**src/rtl/cas_lat_pkg.sv**
```systemverilog
package cas_lat_pkg;
    localparam int LAT_W   = 4;
    localparam int LAT_MIN = 5;
    localparam int LAT_MAX = 11;
    localparam int CNT_W   = $clog2(LAT_MAX / 2 + 1);
    localparam int TAIL_W  = 4;

    typedef struct packed {
        logic             vld;
        logic             ph;
        logic [CNT_W-1:0] cnt;
    } slot_t;
endpackage

```
**src/rtl/cas_lat_cfg.sv**
```systemverilog
module cas_lat_cfg
    import cas_lat_pkg::*;
(
    input  logic             clk,
    input  logic             rst_n,
    input  logic             lat_load,
    input  logic [LAT_W-1:0] lat_val,
    output logic [LAT_W-1:0] lat_q,
    output logic [CNT_W-1:0] half_ld,
    output logic             odd
);
    logic [LAT_W-1:0] lat_d;
    logic [LAT_W-1:0] half;

    always_comb begin
        lat_d = lat_q;
        if (lat_load) begin
            if (lat_val < LAT_W'(LAT_MIN))      lat_d = LAT_W'(LAT_MIN);
            else if (lat_val > LAT_W'(LAT_MAX)) lat_d = LAT_W'(LAT_MAX);
            else                                lat_d = lat_val;
        end
        half    = lat_q >> 1;
        half_ld = half[CNT_W-1:0] - CNT_W'(1);
        odd     = lat_q[0];
    end

    always_ff @(posedge clk) begin
        if (!rst_n) lat_q <= LAT_W'(LAT_MIN);
        else        lat_q <= lat_d;
    end
endmodule

```
**src/rtl/cas_lat_pool.sv**
```systemverilog
module cas_lat_pool
    import cas_lat_pkg::*;
#(
    parameter int NSLOT = 3
) (
    input  logic             clk,
    input  logic             rst_n,
    input  logic             ph,
    input  logic             cmd,
    input  logic [CNT_W-1:0] half_ld,
    output logic             fire,
    output logic             fire_ph
);
    slot_t [NSLOT-1:0] slot_q;
    slot_t [NSLOT-1:0] slot_d;
    logic              taken;

    always_comb begin
        slot_d  = slot_q;
        fire    = 1'b0;
        fire_ph = 1'b0;
        taken   = 1'b0;
        for (int s = 0; s < NSLOT; s++) begin
            if (slot_q[s].vld && ph) begin
                if (slot_q[s].cnt == CNT_W'(1)) begin
                    fire          = 1'b1;
                    fire_ph       = fire_ph | slot_q[s].ph;
                    slot_d[s].vld = 1'b0;
                end else begin
                    slot_d[s].cnt = slot_q[s].cnt - CNT_W'(1);
                end
            end
        end
        for (int s = 0; s < NSLOT; s++) begin
            if (cmd && !taken && !slot_q[s].vld) begin
                slot_d[s].vld = 1'b1;
                slot_d[s].ph  = ph;
                slot_d[s].cnt = half_ld;
                taken         = 1'b1;
            end
        end
    end

    always_ff @(posedge clk) begin
        if (!rst_n) slot_q <= '0;
        else        slot_q <= slot_d;
    end
endmodule

```
**src/rtl/cas_lat_tail.sv**
```systemverilog
module cas_lat_tail
    import cas_lat_pkg::*;
(
    input  logic clk,
    input  logic rst_n,
    input  logic fire,
    input  logic fire_ph,
    input  logic odd,
    output logic rd_en
);
    logic [TAIL_W-1:0] inj [2];
    logic [TAIL_W-1:0] sh_q;
    logic [TAIL_W-1:0] sh_d;

    // Variant g = 0 serves even latencies, g = 1 odd ones (one extra stage).
    for (genvar g = 0; g < 2; g++) begin : g_variant
        localparam int POS_EARLY = 1 + g;
        localparam int POS_LATE  = 2 + g;
        assign inj[g] = !fire   ? '0 :
                        fire_ph ? TAIL_W'(1) << POS_EARLY :
                                  TAIL_W'(1) << POS_LATE;
    end

    always_comb begin
        sh_d = (sh_q >> 1) | inj[odd];
    end

    always_ff @(posedge clk) begin
        if (!rst_n) sh_q <= '0;
        else        sh_q <= sh_d;
    end

    assign rd_en = sh_q[0];
endmodule

```
**src/rtl/cas_lat_top.sv**
```systemverilog
module cas_lat_top
    import cas_lat_pkg::*;
#(
    parameter int NSLOT = 3
) (
    input  logic             clk,
    input  logic             rst_n,
    input  logic             rd_cmd,
    input  logic             lat_load,
    input  logic [LAT_W-1:0] lat_val,
    output logic             rd_en
);
    typedef struct packed {
        logic ph;
    } top_st_t;

    top_st_t          st_q;
    top_st_t          st_d;
    logic [LAT_W-1:0] lat_q;
    logic [CNT_W-1:0] half_ld;
    logic             odd;
    logic             fire;
    logic             fire_ph;

    always_comb begin
        st_d    = st_q;
        st_d.ph = ~st_q.ph;
    end

    always_ff @(posedge clk) begin
        if (!rst_n) st_q <= '0;
        else        st_q <= st_d;
    end

    cas_lat_cfg u_cfg (
        .clk      (clk),
        .rst_n    (rst_n),
        .lat_load (lat_load),
        .lat_val  (lat_val),
        .lat_q    (lat_q),
        .half_ld  (half_ld),
        .odd      (odd)
    );

    cas_lat_pool #(.NSLOT(NSLOT)) u_pool (
        .clk     (clk),
        .rst_n   (rst_n),
        .ph      (st_q.ph),
        .cmd     (rd_cmd),
        .half_ld (half_ld),
        .fire    (fire),
        .fire_ph (fire_ph)
    );

    cas_lat_tail u_tail (
        .clk     (clk),
        .rst_n   (rst_n),
        .fire    (fire),
        .fire_ph (fire_ph),
        .odd     (odd),
        .rd_en   (rd_en)
    );
endmodule

```
**config.mk**
```make
export PLATFORM = sky130hd
export DESIGN_NAME = cas_lat_top
export DESIGN_NICKNAME = d
export VERILOG_FILES = /design/src/rtl/cas_lat_pkg.sv /design/src/rtl/cas_lat_cfg.sv /design/src/rtl/cas_lat_pool.sv /design/src/rtl/cas_lat_tail.sv /design/src/rtl/cas_lat_top.sv
export SDC_FILE = /design/constraint.sdc
export NUM_CORES = 1
export LEC_CHECK = 0
export BUFFER_PORTS_ARGS = -buffer_cell sky130_fd_sc_hd__buf_4
export CAP_MARGIN = 20
export CORE_AREA = 5 5 51 53
export CTS_CLUSTER_DIAMETER = 150
export CTS_CLUSTER_SIZE = 24
export DETAILED_ROUTE_END_ITERATION = 6
export DIE_AREA = 0 0 56 58
export HOLD_SLACK_MARGIN = 0.1
export PLACE_DENSITY = 0.86
export SLEW_MARGIN = 0
export SYNTH_ARGS = -nofsm -noshare
export SYNTH_HDL_FRONTEND = slang
export SYNTH_SLANG_ARGS = --single-unit
```
**constraint.sdc**
```tcl
create_clock -name clk -period 5.05 [get_ports clk]
set_input_delay 0.505 -clock clk [delete_from_list [all_inputs] [get_ports clk]]
set_output_delay 0.505 -clock clk [all_outputs]
set_load 0.02 [all_outputs]
```
Word-level counts from Yosys, hierarchy flattened
Cells that the tools add are included.
{ "word_totals": {"out_inout_bits": 1, "word_cells": 93, "reg_bits": 24, "input_bits": 8} }
{ "op_classes": {"mux": 38, "n_eq_ne": 6, "add_sub_neg": 4, "reduce_logical": 25, "n_bitwise": 5, "order_cmp": 3} }
{ "ops": {"columns": ["cell", "count"], "rows": [
  ["two-way mux 4 bit", 8],
  ["two-way mux 3 bit", 7],
  ["two-way mux 1 bit", 20],
  ["two-way mux 5 bit", 3],
  ["AND reduction 2 bit", 6],
  ["nonzero test 2 bit", 6],
  ["subtractor 3 x 1 -> 3 bit (second input constant)", 4],
  ["equality test 3 x 1 -> 1 bit (second input constant)", 3],
  ["logical AND 1 bit", 8],
  ["inequality test 2 bit (second input constant)", 3],
  ["zero test 1 bit", 5],
  ["> comparator 4 bit (second input constant)", 1],
  ["< comparator 4 x 3 -> 1 bit (second input constant)", 1],
  ["bitwise OR 3 x 4 -> 4 bit", 1],
  [">= comparator 2 bit (second input constant)", 1],
  ["inverter 1 -> 2 bit", 1],
  ["bitwise OR 1 bit", 2],
  ["inverter 1 bit", 1]
]} }

Depth between registers and ports, before layout
Gate-level depths: netlist of run 1.
{ "logic_depth": {"ltp_word": 15, "ltp_mapped": 6} }

Hierarchy
Synthesis of run 1 repeated with hierarchy kept, for this count alone.
{ "unflattened": {"cells_unflattened": 143, "hier_area_um2": 1265.0} }
{ "modules_own_cells": {"columns": ["mod", "n_inst", "cells_each", "area_each_um2", "seq_area_each_um2"], "rows": [
  ["cas_lat_pool", 1, 104, 875.8, 300.3],
  ["cas_lat_cfg", 1, 24, 206.4, 80.1],
  ["cas_lat_tail", 1, 13, 148.9, 80.1],
  ["cas_lat_top", 1, 2, 33.8, 20.0]
]} }

Worst setup path after synthesis of run 1
No wires, ideal clock.
{ "synth_path": {"path_type": "reg-to-reg", "start": "reg u_pool.slot_q[11] in the netlist's numbering", "end": "reg u_tail.sh_q[2]", "path_stages_with_launch": 7, "setup_time_ns": 0.120, "required_time_ns": 4.930, "n_path_buf": 0, "arrival_ns": 1.493, "path_slack_ns": 3.437, "path_cell_list": "dfxtp_1 inv_1 ha_1 and4b_1 or3_1 and3_1 o31a_1"} }
{ "synth_via": {"elab_chain_cells": 9} }
{ "synth_lines": {"columns": ["item", "line", "source"], "rows": [
  ["start, declared", "cas_lat_pool.sv:14", "slot_t [NSLOT-1:0] slot_q;"],
  ["start signal, assigned", "cas_lat_pool.sv:46", "else slot_q <= slot_d;"],
  ["equality test 3 x 1 -> 1 bit *", "cas_lat_pool.sv:25", "if (slot_q[s].cnt == CNT_W'(1)) begin"],
  ["two-way mux 1 bit", "cas_lat_pool.sv:25", null],
  ["two-way mux 1 bit", "cas_lat_pool.sv:24", "if (slot_q[s].vld && ph) begin"],
  ["two-way mux 4 bit or two-way mux 3 bit (tied branches)", "cas_lat_tail.sv:20", "fire_ph ? TAIL_W'(1) << POS_EARLY :"],
  ["two-way mux 4 bit", "cas_lat_tail.sv:19", "assign inj[g] = !fire ? '0 :"],
  ["two-way mux 4 bit (not written as such) * (3 in series)", "cas_lat_tail.sv:25", "sh_d = (sh_q >> 1) | inj[odd];"],
  ["bitwise OR 3 x 4 -> 4 bit *", "cas_lat_tail.sv:25", null],
  ["end signal, assigned", "cas_lat_tail.sv:29", "if (!rst_n) sh_q <= '0;"],
  ["end signal, assigned", "cas_lat_tail.sv:30", "else sh_q <= sh_d;"],
  ["end, declared", "cas_lat_tail.sv:12", "logic [TAIL_W-1:0] sh_q;"]
]} }
Mark *: on every way between the ends. The rest lies on a longest branch, timed or not. The select of a mux whose other input is x is not followed.
A chain may end at the register's enable or synchronous reset.

Final worst setup path of run 1
Ends and elaborated chain as after synthesis.

==> results of run 1 <==
[state kept, by name, indices dropped and copies added, names as in the netlist]
signal and flops:
st_q 1, u_cfg.lat_q 4, u_pool.slot_q 15, u_tail.sh_q 4
[layout make-up]
cell class | instances | share of cell area
tap | 28 | 0.0274
inverter | 9 | 0.0264
timing repair buffer | 8 | 0.0470
multi-input combinational | 91 | 0.506
clock buffer | 3 | 0.0176
sequential | 24 | 0.376
[cell usage after synthesis, types with 2 or more instances]
library cell / count / share of area
clkbuf_1: 4 / 0.013
inv_1: 9 / 0.028
o22ai_1: 2 / 0.011
a31oi_1: 4 / 0.021
and3_1: 5 / 0.026
mux2i_1: 3 / 0.025
nor3b_1: 2 / 0.013
a211oi_1: 2 / 0.013
nor2_1: 5 / 0.016
o211a_1: 4 / 0.034
a21boi_0: 2 / 0.013
and4b_1: 3 / 0.025
nand2b_1: 4 / 0.021
o21ai_0: 5 / 0.021
dfxtp_1: 24 / 0.40
o21a_1: 5 / 0.032
nor2b_1: 6 / 0.032
ha_1: 7 / 0.074
nand3_1: 2 / 0.0084
nand4_1: 3 / 0.016
xnor2_1: 5 / 0.037
nand2_1: 11 / 0.035
[power by group]
| part | internal, mW | total, mW | switching [mW] |
|---|---|---|---|
| Clock | 0.0279 | 0.0804 | 0.0526 |
| Sequential | 0.199 | 0.210 | 0.0106 |
| Combinational | 0.0237 | 0.0473 | 0.0236 |
| Total | 0.251 | 0.338 | 0.0868 |
[per-layer routing]
metal  routed length [µm]  part of all wire  vias up  GRT usage
li1                     -                 -      471          -
met1                  939              0.44      431      0.159
met2                 1120              0.52       10      0.267
met3                   45             0.021        4     0.0200
met4                   37             0.017        0     0.0814
met5                    0                 0        -          0
[worst min-delay path by stage]
stage	endpoint	slack [ns]
floorplan	u_tail.sh_q[0]$_SDFF_PN0_	0.41
global placement	u_tail.sh_q[0]$_SDFF_PN0_	0.42
detailed placement	u_tail.sh_q[0]$_SDFF_PN0_	0.43
CTS	u_cfg.lat_q[1]$_SDFFE_PN0P_	0.40
global route	u_cfg.lat_q[1]$_SDFFE_PN0P_	0.40
finish	u_cfg.lat_q[1]$_SDFFE_PN0P_	0.41
[stage by stage]
step	cells	setup slack [ns]	utilization	instance area, µm²
after floorplan	129	3.44	-	1190
after global placement	160	3.40	0.597	1260
after detailed placement	160	3.34	0.597	1260
after CTS	163	3.32	0.607	1280
after global routing	163	3.20	0.607	1280
final	163	3.33	0.607	1280
[placed cells by master, fill, tap and decap left out, drive strengths merged, types with 3 or more instances in the layout]
cell type  Yosys  routed
dfxtp         24      24
nand2         11      11
inv            9       9
buf            1       8
ha             7       7
nor2b          6       6
and3           5       5
nor2           5       5
xnor2          5       5
o21ai          5       5
o21a           5       5
nand2b         4       4
o211a          4       4
a31oi          4       4
and4b          3       3
nand4          3       3
mux2i          3       3
clkbuf         4       3
[kinds of logic (layout without fill, tap and decap cells)]
group           after synthesis  in the layout  share of synthesized area
compound gates               29             29                      0.179
mux                           4              4                     0.0348
fa+ha+maj                     7              7                     0.0738
simple gates                 46             46                      0.220
buf+inv                      14             20                     0.0506
flops                        24             24                      0.405
xor+xnor                      5              5                     0.0369
==> results_dict.tcl, run 1 <==
set metrics [dict create \
    regArea_um2 480 \
    cp-endpoint "u_tail.sh_q[2]$_SDFF_PN0_" \
    worstSetupPathType "flop to flop" \
    synth_nets 144 \
    async_flop_share 0 \
    skew_ns 0.00215 \
    setup_viol 0 \
    tns_ns 0 \
    grt_usage 0.145 \
    vias_per_cell 5.62 \
    period_share 0.341 \
    first_iter_violations 14 \
    wire_per_inst_um 13.1 \
    power_density_nw_per_um2 264 \
    fmax_mhz 581 \
    num_antenna_cells 0 \
    rr_worst_depth 6 \
    drtPass1Iterations 4 \
    critPathMaxStageDelay_ns 0.51 \
    yosys_warnings 0 \
    die_area_um2 3250 \
    start_util 0.564 \
    drtAntennaViolNets 0 \
    crit_cells 6 \
    grt_pass1_wl_mm 3.72 \
    hpwl_mm 1.59 \
    slew_headroom 0.675 \
    clock_latency_ns 0.31 \
    r2r_slack_ns 3.33 \
    synth_seq_cells 24 \
    whs_ns 0.413 \
    hold_viol 0 \
    hold_start "lat_load" \
    leakage_nw 0.556 \
    cts_sinks 24 \
    ys_seq_area_frac 0.405 \
    critPathLaunch "u_pool.slot_q[11]$_SDFFE_PN0P_" \
    cts-root-buf "clkbuf_4" \
    multiInputGateArea_um2 647 \
    critical_path.slowest_cell "a222oi_1" \
    syn_area_per_cell_um2 9.20 \
    drc 0 \
    rsz0062_at_grt "no" \
    post_cts_resized 0 \
    portBuffers 8 \
    cp.required_ns 5.26 \
    synth_edf_count 0 \
    hp-class "primary input to flop" \
    dr_total_vias 916 \
    synthFlopType "dfxtp_1" \
    critical_path_arrival_ns 1.93 \
    status "finished clean" \
    overflow 0 \
    maxCapViolCount 0 \
    finalWirelength_mm 2.14 \
    regToRegStartpoint "u_pool.slot_q[11]$_SDFFE_PN0P_" \
    die_w_um 56 \
    fin_nets 152 \
    finalCriticalPeriod_ns 1.72 \
    crit_fanout 4 \
    hold_depth 2 \
    drive_gt1_frac 0.104 \
    ctsHoldBuffers 0 \
    syn-cell-area_um2 1190 \
    max-vdd-ir-drop_mv 0.179 \
    htree_levels 1 \
    cp-start-kind "flop" \
    path_clk_slew_ns 0.12 \
    fp.dieH_um 58 \
    place.gp.congestion 0.812 \
    cts_max_path_buffers 2 \
    core_area_um2 2110 \
    antenna_found_initial 0 \
    numCtsBuffers 3 \
    path_cells "inv_1 -> ha_1 -> and4b_1 -> a222oi_1 -> nor2_1 -> o31a_1" \
    syn_inst 129 \
    rows 17 \
    post_cts_buffers 0 \
    fillers 176 \
    worst_pin_slew_ns 0.487 \
    grt_pass1_vias 907 \
    fin_total_pwr_mw 0.338 \
    worst-path-buf-inv 1 \
    synth_cell_type_count 34 \
    crit_path_end_kind "flop" \
    areaGrowthSynthToFinish_pct 7.69 \
    r2r_end "u_tail.sh_q[2]$_SDFF_PN0_" \
    report.final.slew_viol_count 0 \
    cts_tree "done" \
    grt_max_degree 25 \
    io_pins 9 \
    cp_top_family "compound AO/OA/AOI/OAI gates" \
]
No activity file was read; power rests on OpenSTA's default activity.
==> inputs of run 2 (changes only) <==
--- a/config.mk
+++ b/config.mk
@@ -5,15 +5,16 @@
 export SDC_FILE = /design/constraint.sdc
 export NUM_CORES = 1
 export LEC_CHECK = 0
+export ABC_AREA = 1
 export BUFFER_PORTS_ARGS = -buffer_cell sky130_fd_sc_hd__buf_4
 export CAP_MARGIN = 20
-export CORE_AREA = 5 5 51 53
+export CORE_AREA = 5 5 53 55
 export CTS_CLUSTER_DIAMETER = 150
 export CTS_CLUSTER_SIZE = 24
 export DETAILED_ROUTE_END_ITERATION = 6
-export DIE_AREA = 0 0 56 58
+export DIE_AREA = 0 0 58 60
 export HOLD_SLACK_MARGIN = 0.1
-export PLACE_DENSITY = 0.86
+export PLACE_DENSITY = 0.82
 export SLEW_MARGIN = 0
 export SYNTH_ARGS = -nofsm -noshare
 export SYNTH_HDL_FRONTEND = slang
==> constraint.sdc (replaced) <==
create_clock -name clk -period 1.6 [get_ports clk]
set_input_delay 0.16 -clock clk [delete_from_list [all_inputs] [get_ports clk]]
set_output_delay 0.16 -clock clk [all_outputs]
set_load 0.02 [all_outputs]
==> results_dict.tcl, run 2 <==
set metrics [dict create \
    fillers 228 \
    drtPass1Iterations 4 \
    async_flop_share 0 \
    drtAntennaViolNets 0 \
    yosysTopAreaCell "dfxtp_1" \
    grt_usage 0.162 \
    syn-cell-area_um2 1230 \
    place.gp.congestion 0.790 \
    synth_seq_cells 24 \
    r2r_end "u_pool.slot_q[10]$_SDFFE_PN0P_" \
    syn_area_per_cell_um2 7.19 \
    cts_tree "done" \
    p_clk_frac 0.276 \
    cp.required_ns 1.84 \
    crit_path_end_kind "flop" \
    largest_reg_flops 15 \
    regToRegStartpoint "u_pool.slot_q[11]$_SDFFE_PN0P_" \
    ctsHoldBuffers 1 \
    overflow 0 \
    hold_viol 0 \
    antenna_found_initial 0 \
    fp.dieH_um 60 \
    num_antenna_cells 0 \
    vias_per_cell 5.03 \
    yosys_warnings 0 \
    cts-root-buf "clkbuf_4" \
    fmax_mhz 757 \
    clock_latency_ns 0.31 \
    report.final.slew_viol_count 0 \
    synth_mux_area_frac 0 \
    synth_cell_type_count 24 \
    combPwrFrac 0.155 \
    drc 0 \
    worst_pin_slew_ns 0.295 \
    p_seq_frac 0.568 \
    numCtsBuffers 3 \
    post_cts_buffers 0 \
    max-vdd-ir-drop_mv 0.573 \
    slew_headroom 0.803 \
    cp-endpoint "u_pool.slot_q[10]$_SDFFE_PN0P_" \
    regMostFlops "u_pool.slot_q" \
    synth_edf_count 0 \
    finalCriticalPeriod_ns 1.32 \
    start_util 0.525 \
    yosys-top-cells-count "inv_1, nand2_1, dfxtp_1" \
    areaGrowthSynthToFinish_pct 11.6 \
    switching_power_mw 0.316 \
    die_w_um 58 \
    status "finished clean" \
    cp-start-kind "flop" \
    htree_levels 1 \
    die_area_um2 3480 \
    synth_compound_area_frac 0.153 \
    synth_top_area_frac 0.391 \
    p_int_mw 0.844 \
    portBuffers 8 \
    hpwl_mm 1.85 \
    period_share 0.826 \
    critical_path_arrival_ns 1.56 \
    syn_inst 171 \
    worstSetupPathType "flop to flop" \
    synth_most_common_cell "inv_1" \
    drive_gt1_frac 0.158 \
    swShare 0.273 \
    first_iter_violations 24 \
    grt_max_degree 17 \
    core_area_um2 2340 \
    fin_nets 200 \
    rsz0062_at_grt "no" \
    dr_total_vias 1077 \
    rows 18 \
    grt_pass1_wl_mm 4.40 \
    power_density_nw_per_um2 846 \
    leakage_nw 0.668 \
    final_cell_mix "inv_1, nand2_1, dfxtp_1" \
    maxCapViolCount 0 \
    synth_nets 186 \
    io_pins 9 \
    crit_fanout 4 \
    ys_seq_area_frac 0.391 \
    synth_xor_area_frac 0.0214 \
    r2r_slack_ns 0.28 \
    top_regs "u_pool.slot_q: 15 flops, u_cfg.lat_q: 4 flops, u_tail.sh_q: 4 flops" \
    synthFlopType "dfxtp_1" \
    wire_per_inst_um 11.2 \
    critPathLaunch "u_pool.slot_q[11]$_SDFFE_PN0P_" \
    post_cts_resized 0 \
    finalWirelength_mm 2.40 \
    synth_fa_ha_area_frac 0.0713 \
    grt_pass1_vias 1080 \
    synth_top_family_by_area "simple AND/OR/NAND/NOR gates" \
    setup_viol 0 \
    cts_max_path_buffers 2 \
    hp-class "primary input to flop" \
    synth.area.top_cells "dfxtp_1, inv_1, nand2_1" \
    skew_ns 0.00367 \
    cts_sinks 24 \
    fin_total_pwr_mw 1.16 \
    synth-simple-area-share 0.257 \
    tns_ns 0 \
    final_common_cell "inv_1" \
    path_clk_slew_ns 0.13 \
    rr_worst_depth 8 \
]
[run 2: cell count changes after synthesis, sizes merged, moves of 6 or more]
cell / delta
a21oi: +11
inv: +22
nand2: +21
nand3: +6
nor2: +22
nor2b: -6
o21ai: +10
[run 2: worst min path at each step]
| stage | from | endpoint | cells after the start |
|---|---|---|---|
| after floorplan | lat_load | u_cfg.lat_q[0]$_SDFFE_PN1P_ | 1 |
| after global routing | rd_cmd | u_pool.slot_q[9]$_SDFFE_PN0P_ | 3 |
| after global placement | u_tail.sh_q[1]$_SDFF_PN0_ | u_tail.sh_q[0]$_SDFF_PN0_ | 2 |
| after CTS | rst_n | u_cfg.lat_q[2]$_SDFFE_PN1P_ | 2 |
| final | rd_cmd | u_pool.slot_q[9]$_SDFFE_PN0P_ | 3 |
| after detailed placement | u_tail.sh_q[1]$_SDFF_PN0_ | u_tail.sh_q[0]$_SDFF_PN0_ | 2 |
[run 2: kinds of logic after synthesis]
| logic type | after synthesis |
|---|---|
| and+or+nand+nor | 70 |
| AOI/OAI and AO/OA | 34 |
| buffers and inverters | 33 |
| DFF | 24 |
| adders and majority gates | 7 |
| xor gates and xnor gates | 3 |
[run 2: power by group through the flow]
stage	clock network [mW]	registers, mW	logic (mW)
after floorplan	0	0.666	0.131
after global placement	0	0.670	0.166
after detailed placement	0	0.672	0.176
after CTS	0.329	0.659	0.179
after global routing	0.361	0.665	0.207
final	0.321	0.660	0.180
[run 2: final cells by class]
type / count / area (µm²) / share of cell area
inverters: 32 / 120 / 0.0876
flip-flops and latches: 24 / 480 / 0.350
well taps: 30 / 37.5 / 0.0274
multi-input cells: 114 / 617 / 0.450
repair buffers: 10 / 80.1 / 0.0584
clock buffers: 4 / 36.3 / 0.0265
[run 2: metal layers]
metal / global-route usage / part of all wire
met5: 0 / 0
met4: 0.0828 / 0.017
met3: 0.0367 / 0.043
met2: 0.276 / 0.49
met1: 0.191 / 0.45
[run 2: stage by stage]
step | setup slack [ns] | instance area (µm²) | hold slack [ns] | cells | utilization
2_1_floorplan | 0.448 | 1230 | 0.276 | 171 | -
3_3_place_gp | 0.386 | 1320 | 0.397 | 208 | 0.561
3_5_place_dp | 0.313 | 1320 | 0.403 | 208 | 0.561
4_1_cts | 0.281 | 1360 | 0.112 | 213 | 0.581
5_1_grt | 0.127 | 1370 | 0.144 | 214 | 0.585
6_report | 0.279 | 1370 | 0.131 | 214 | 0.585
[run 2: worst max-delay path, cell delays in order, from the launching register on]
cell     delay (ns)
dfxtp_1        0.34
inv_1          0.08
ha_1           0.14
inv_1          0.04
nor2_2         0.16
nor2_1         0.11
nor2_2         0.17
nand2_1        0.07
a31oi_1        0.14
==> inputs of run 3 (changes only) <==
--- a/config.mk
+++ b/config.mk
@@ -5,16 +5,16 @@
 export SDC_FILE = /design/constraint.sdc
 export NUM_CORES = 1
 export LEC_CHECK = 0
-export ABC_AREA = 1
+export ABC_AREA = 0
 export BUFFER_PORTS_ARGS = -buffer_cell sky130_fd_sc_hd__buf_4
 export CAP_MARGIN = 20
-export CORE_AREA = 5 5 53 55
+export CORE_AREA = 5 5 54 56
 export CTS_CLUSTER_DIAMETER = 150
 export CTS_CLUSTER_SIZE = 24
 export DETAILED_ROUTE_END_ITERATION = 6
-export DIE_AREA = 0 0 58 60
+export DIE_AREA = 0 0 59 61
 export HOLD_SLACK_MARGIN = 0.1
-export PLACE_DENSITY = 0.82
+export PLACE_DENSITY = 0.8
 export SLEW_MARGIN = 0
 export SYNTH_ARGS = -nofsm -noshare
 export SYNTH_HDL_FRONTEND = slang
==> constraint.sdc (replaced) <==
create_clock -name clk -period 1.1 [get_ports clk]
set_input_delay 0.11 -clock clk [delete_from_list [all_inputs] [get_ports clk]]
set_output_delay 0.11 -clock clk [all_outputs]
set_load 0.02 [all_outputs]
==> results_dict.tcl, run 3 (synthesized netlist as in run 1, its figures left out) <==
set metrics [dict create \
    place.gp.congestion 0.770 \
    violations "negative setup slack" \
    areaGrowthSynthToFinish_pct 55.0 \
    fin_nets 192 \
    dpl.cell_count 185 \
    num_antenna_cells 0 \
    grt_usage 0.182 \
    leakage_nw 0.800 \
    hold_viol 0 \
    cts-root-buf "clkbuf_4" \
    htree_levels 1 \
    antenna_found_initial 0 \
    wire_per_inst_um 14.8 \
    finalNonFillerCells 206 \
    drtPass1Iterations 4 \
    grt_util_met3 0.0277 \
    io_pins 9 \
    cp.required_ns 1.33 \
    die_w_um 59 \
    finalCriticalPeriod_ns 1.66 \
    period_share 1.51 \
    cts_sinks 24 \
    fp.dieH_um 61 \
    hpwl_mm 1.83 \
    rsz0062_at_grt "yes" \
    final_cell_mix "buf_4, dfxtp_1, dfxtp_2" \
    cts_max_path_buffers 2 \
    cp-start-kind "flop" \
    fin_util 0.771 \
    hp-class "primary input to flop" \
    fmax_mhz 602 \
    vias_per_cell 5.47 \
    maxCapViolCount 0 \
    grt_max_degree 25 \
    critical_path_arrival_ns 1.89 \
    largest_reg_flops 15 \
    worst_slack_ns -0.561 \
    p_seq_frac 0.463 \
    crit_fanout 3 \
    grt_pass1_wl_mm 4.80 \
    path_clk_slew_ns 0.13 \
    r2r_slack_ns -0.56 \
    swShare 0.249 \
    worst_pin_slew_ns 0.286 \
    switching_power_mw 0.512 \
    regArea_um2 493 \
    use_met1 0.192 \
    final_common_cell "buf_4" \
    worstSetupPathType "flop to flop" \
    drtAntennaViolNets 0 \
    globalRouteMet2Util 0.333 \
    portBuffers 8 \
    slew_headroom 0.810 \
    dr_total_vias 1127 \
    first_iter_violations 26 \
    finalWirelength_mm 3.04 \
    overflow 0 \
    start_util 0.497 \
    cts_tree "done" \
    report.final.slew_viol_count 0 \
    multiInputGateArea_um2 812 \
    core_area_um2 2390 \
    max-vdd-ir-drop_mv 1.25 \
    clock_latency_ns 0.33 \
    top_regs "u_pool.slot_q: 15 flops, u_cfg.lat_q: 4 flops, u_tail.sh_q: 4 flops" \
    numCtsBuffers 3 \
    combPwrFrac 0.224 \
    setup_viol 15 \
    drive_gt1_frac 0.460 \
    status "finished, violations left" \
    grt_pass1_vias 1137 \
    drc 0 \
    die_area_um2 3600 \
    regMostFlops "u_pool.slot_q" \
    power_density_nw_per_um2 1120 \
    skew_ns 0.00618 \
    crit_path_end_kind "flop" \
    p_int_mw 1.55 \
    top_usage_layer "met2" \
    p_clk_frac 0.313 \
    fillers 149 \
    rows 18 \
]
run 3: cell count changes in the layout (fill, tap and decap cells not counted), moves of 10 or more:
cell     before  now
buf_4         8   32
dfxtp_2       0   10
nand2_1      26    9
inv_1        27    6
dfxtp_1      24   14
nor2_1       22    4
a21oi_1      12    1
run 3: worst paths after layout:
check                           depth (start not counted)                             to                           from
worst max register to register                          6      u_tail.sh_q[2]$_SDFF_PN0_  u_pool.slot_q[1]$_SDFFE_PN0P_
worst min-delay path                                    3  u_pool.slot_q[9]$_SDFFE_PN0P_                         rd_cmd
worst min register to register                          1      u_tail.sh_q[0]$_SDFF_PN0_      u_tail.sh_q[1]$_SDFF_PN0_
worst max-delay path                                    6      u_tail.sh_q[2]$_SDFF_PN0_  u_pool.slot_q[1]$_SDFFE_PN0P_
run 3: worst max-delay path, stage by stage, from the launching register on:
cell and delay, ns:
dfxtp_2 0.36, inv_2 0.05, ha_4 0.15, and4b_1 0.19, or3_1 0.39, and3_1 0.15
o31a_1 0.27
run 3: power by group through the flow:
stage / logic, mW / registers, mW / clock network (mW)
final: 0.461 / 0.953 / 0.644
after global placement: 0.327 / 0.963 / 0
after CTS: 0.412 / 0.950 / 0.659
after floorplan: 0.197 / 0.968 / 0
after detailed placement: 0.340 / 0.965 / 0
after global routing: 0.498 / 0.959 / 0.705
run 3: timing repair:
| item | CTS | global route |
|---|---|---|
| gates resized for setup | 17 | 11 |
| buffers inserted | 6 | 5 |
| pin swaps | 15 | 14 |
| hold buffers | 7 | 0 |
| endpoints found under the hold margin | 5 | 0 |
| setup endpoints to repair | 13 | 17 |
run 3: cell type report:
| cell class | instances | area share |
|---|---|---|
| tap | 30 | 0.0204 |
| sequential | 24 | 0.268 |
| multi-input combinational | 91 | 0.441 |
| clock buffer | 3 | 0.0122 |
| inverter | 9 | 0.0184 |
| clock inverter | 1 | 0.0163 |
| timing repair buffer | 48 | 0.224 |
run 3: through the flow:
stage	setup TNS, ns	area (µm²)	setup slack (ns)	power, mW	hold slack [ns]
6_report	-3.45	1840	-0.561	2.06	0.149
5_1_grt	-4.40	1840	-0.608	2.16	0.137
4_1_cts	-3.17	1760	-0.557	2.02	0.151
3_5_place_dp	-2.55	1520	-0.553	1.30	0.352
3_3_place_gp	-2.24	1520	-0.499	1.29	0.339
2_1_floorplan	-1.58	1280	-0.451	1.16	0.210
run 3: per-layer routing:
metal  part of all wire  wire length, µm
met3              0.032               96
met4              0.053              161
met5                  0                0
met2               0.50             1520
met1               0.41             1260
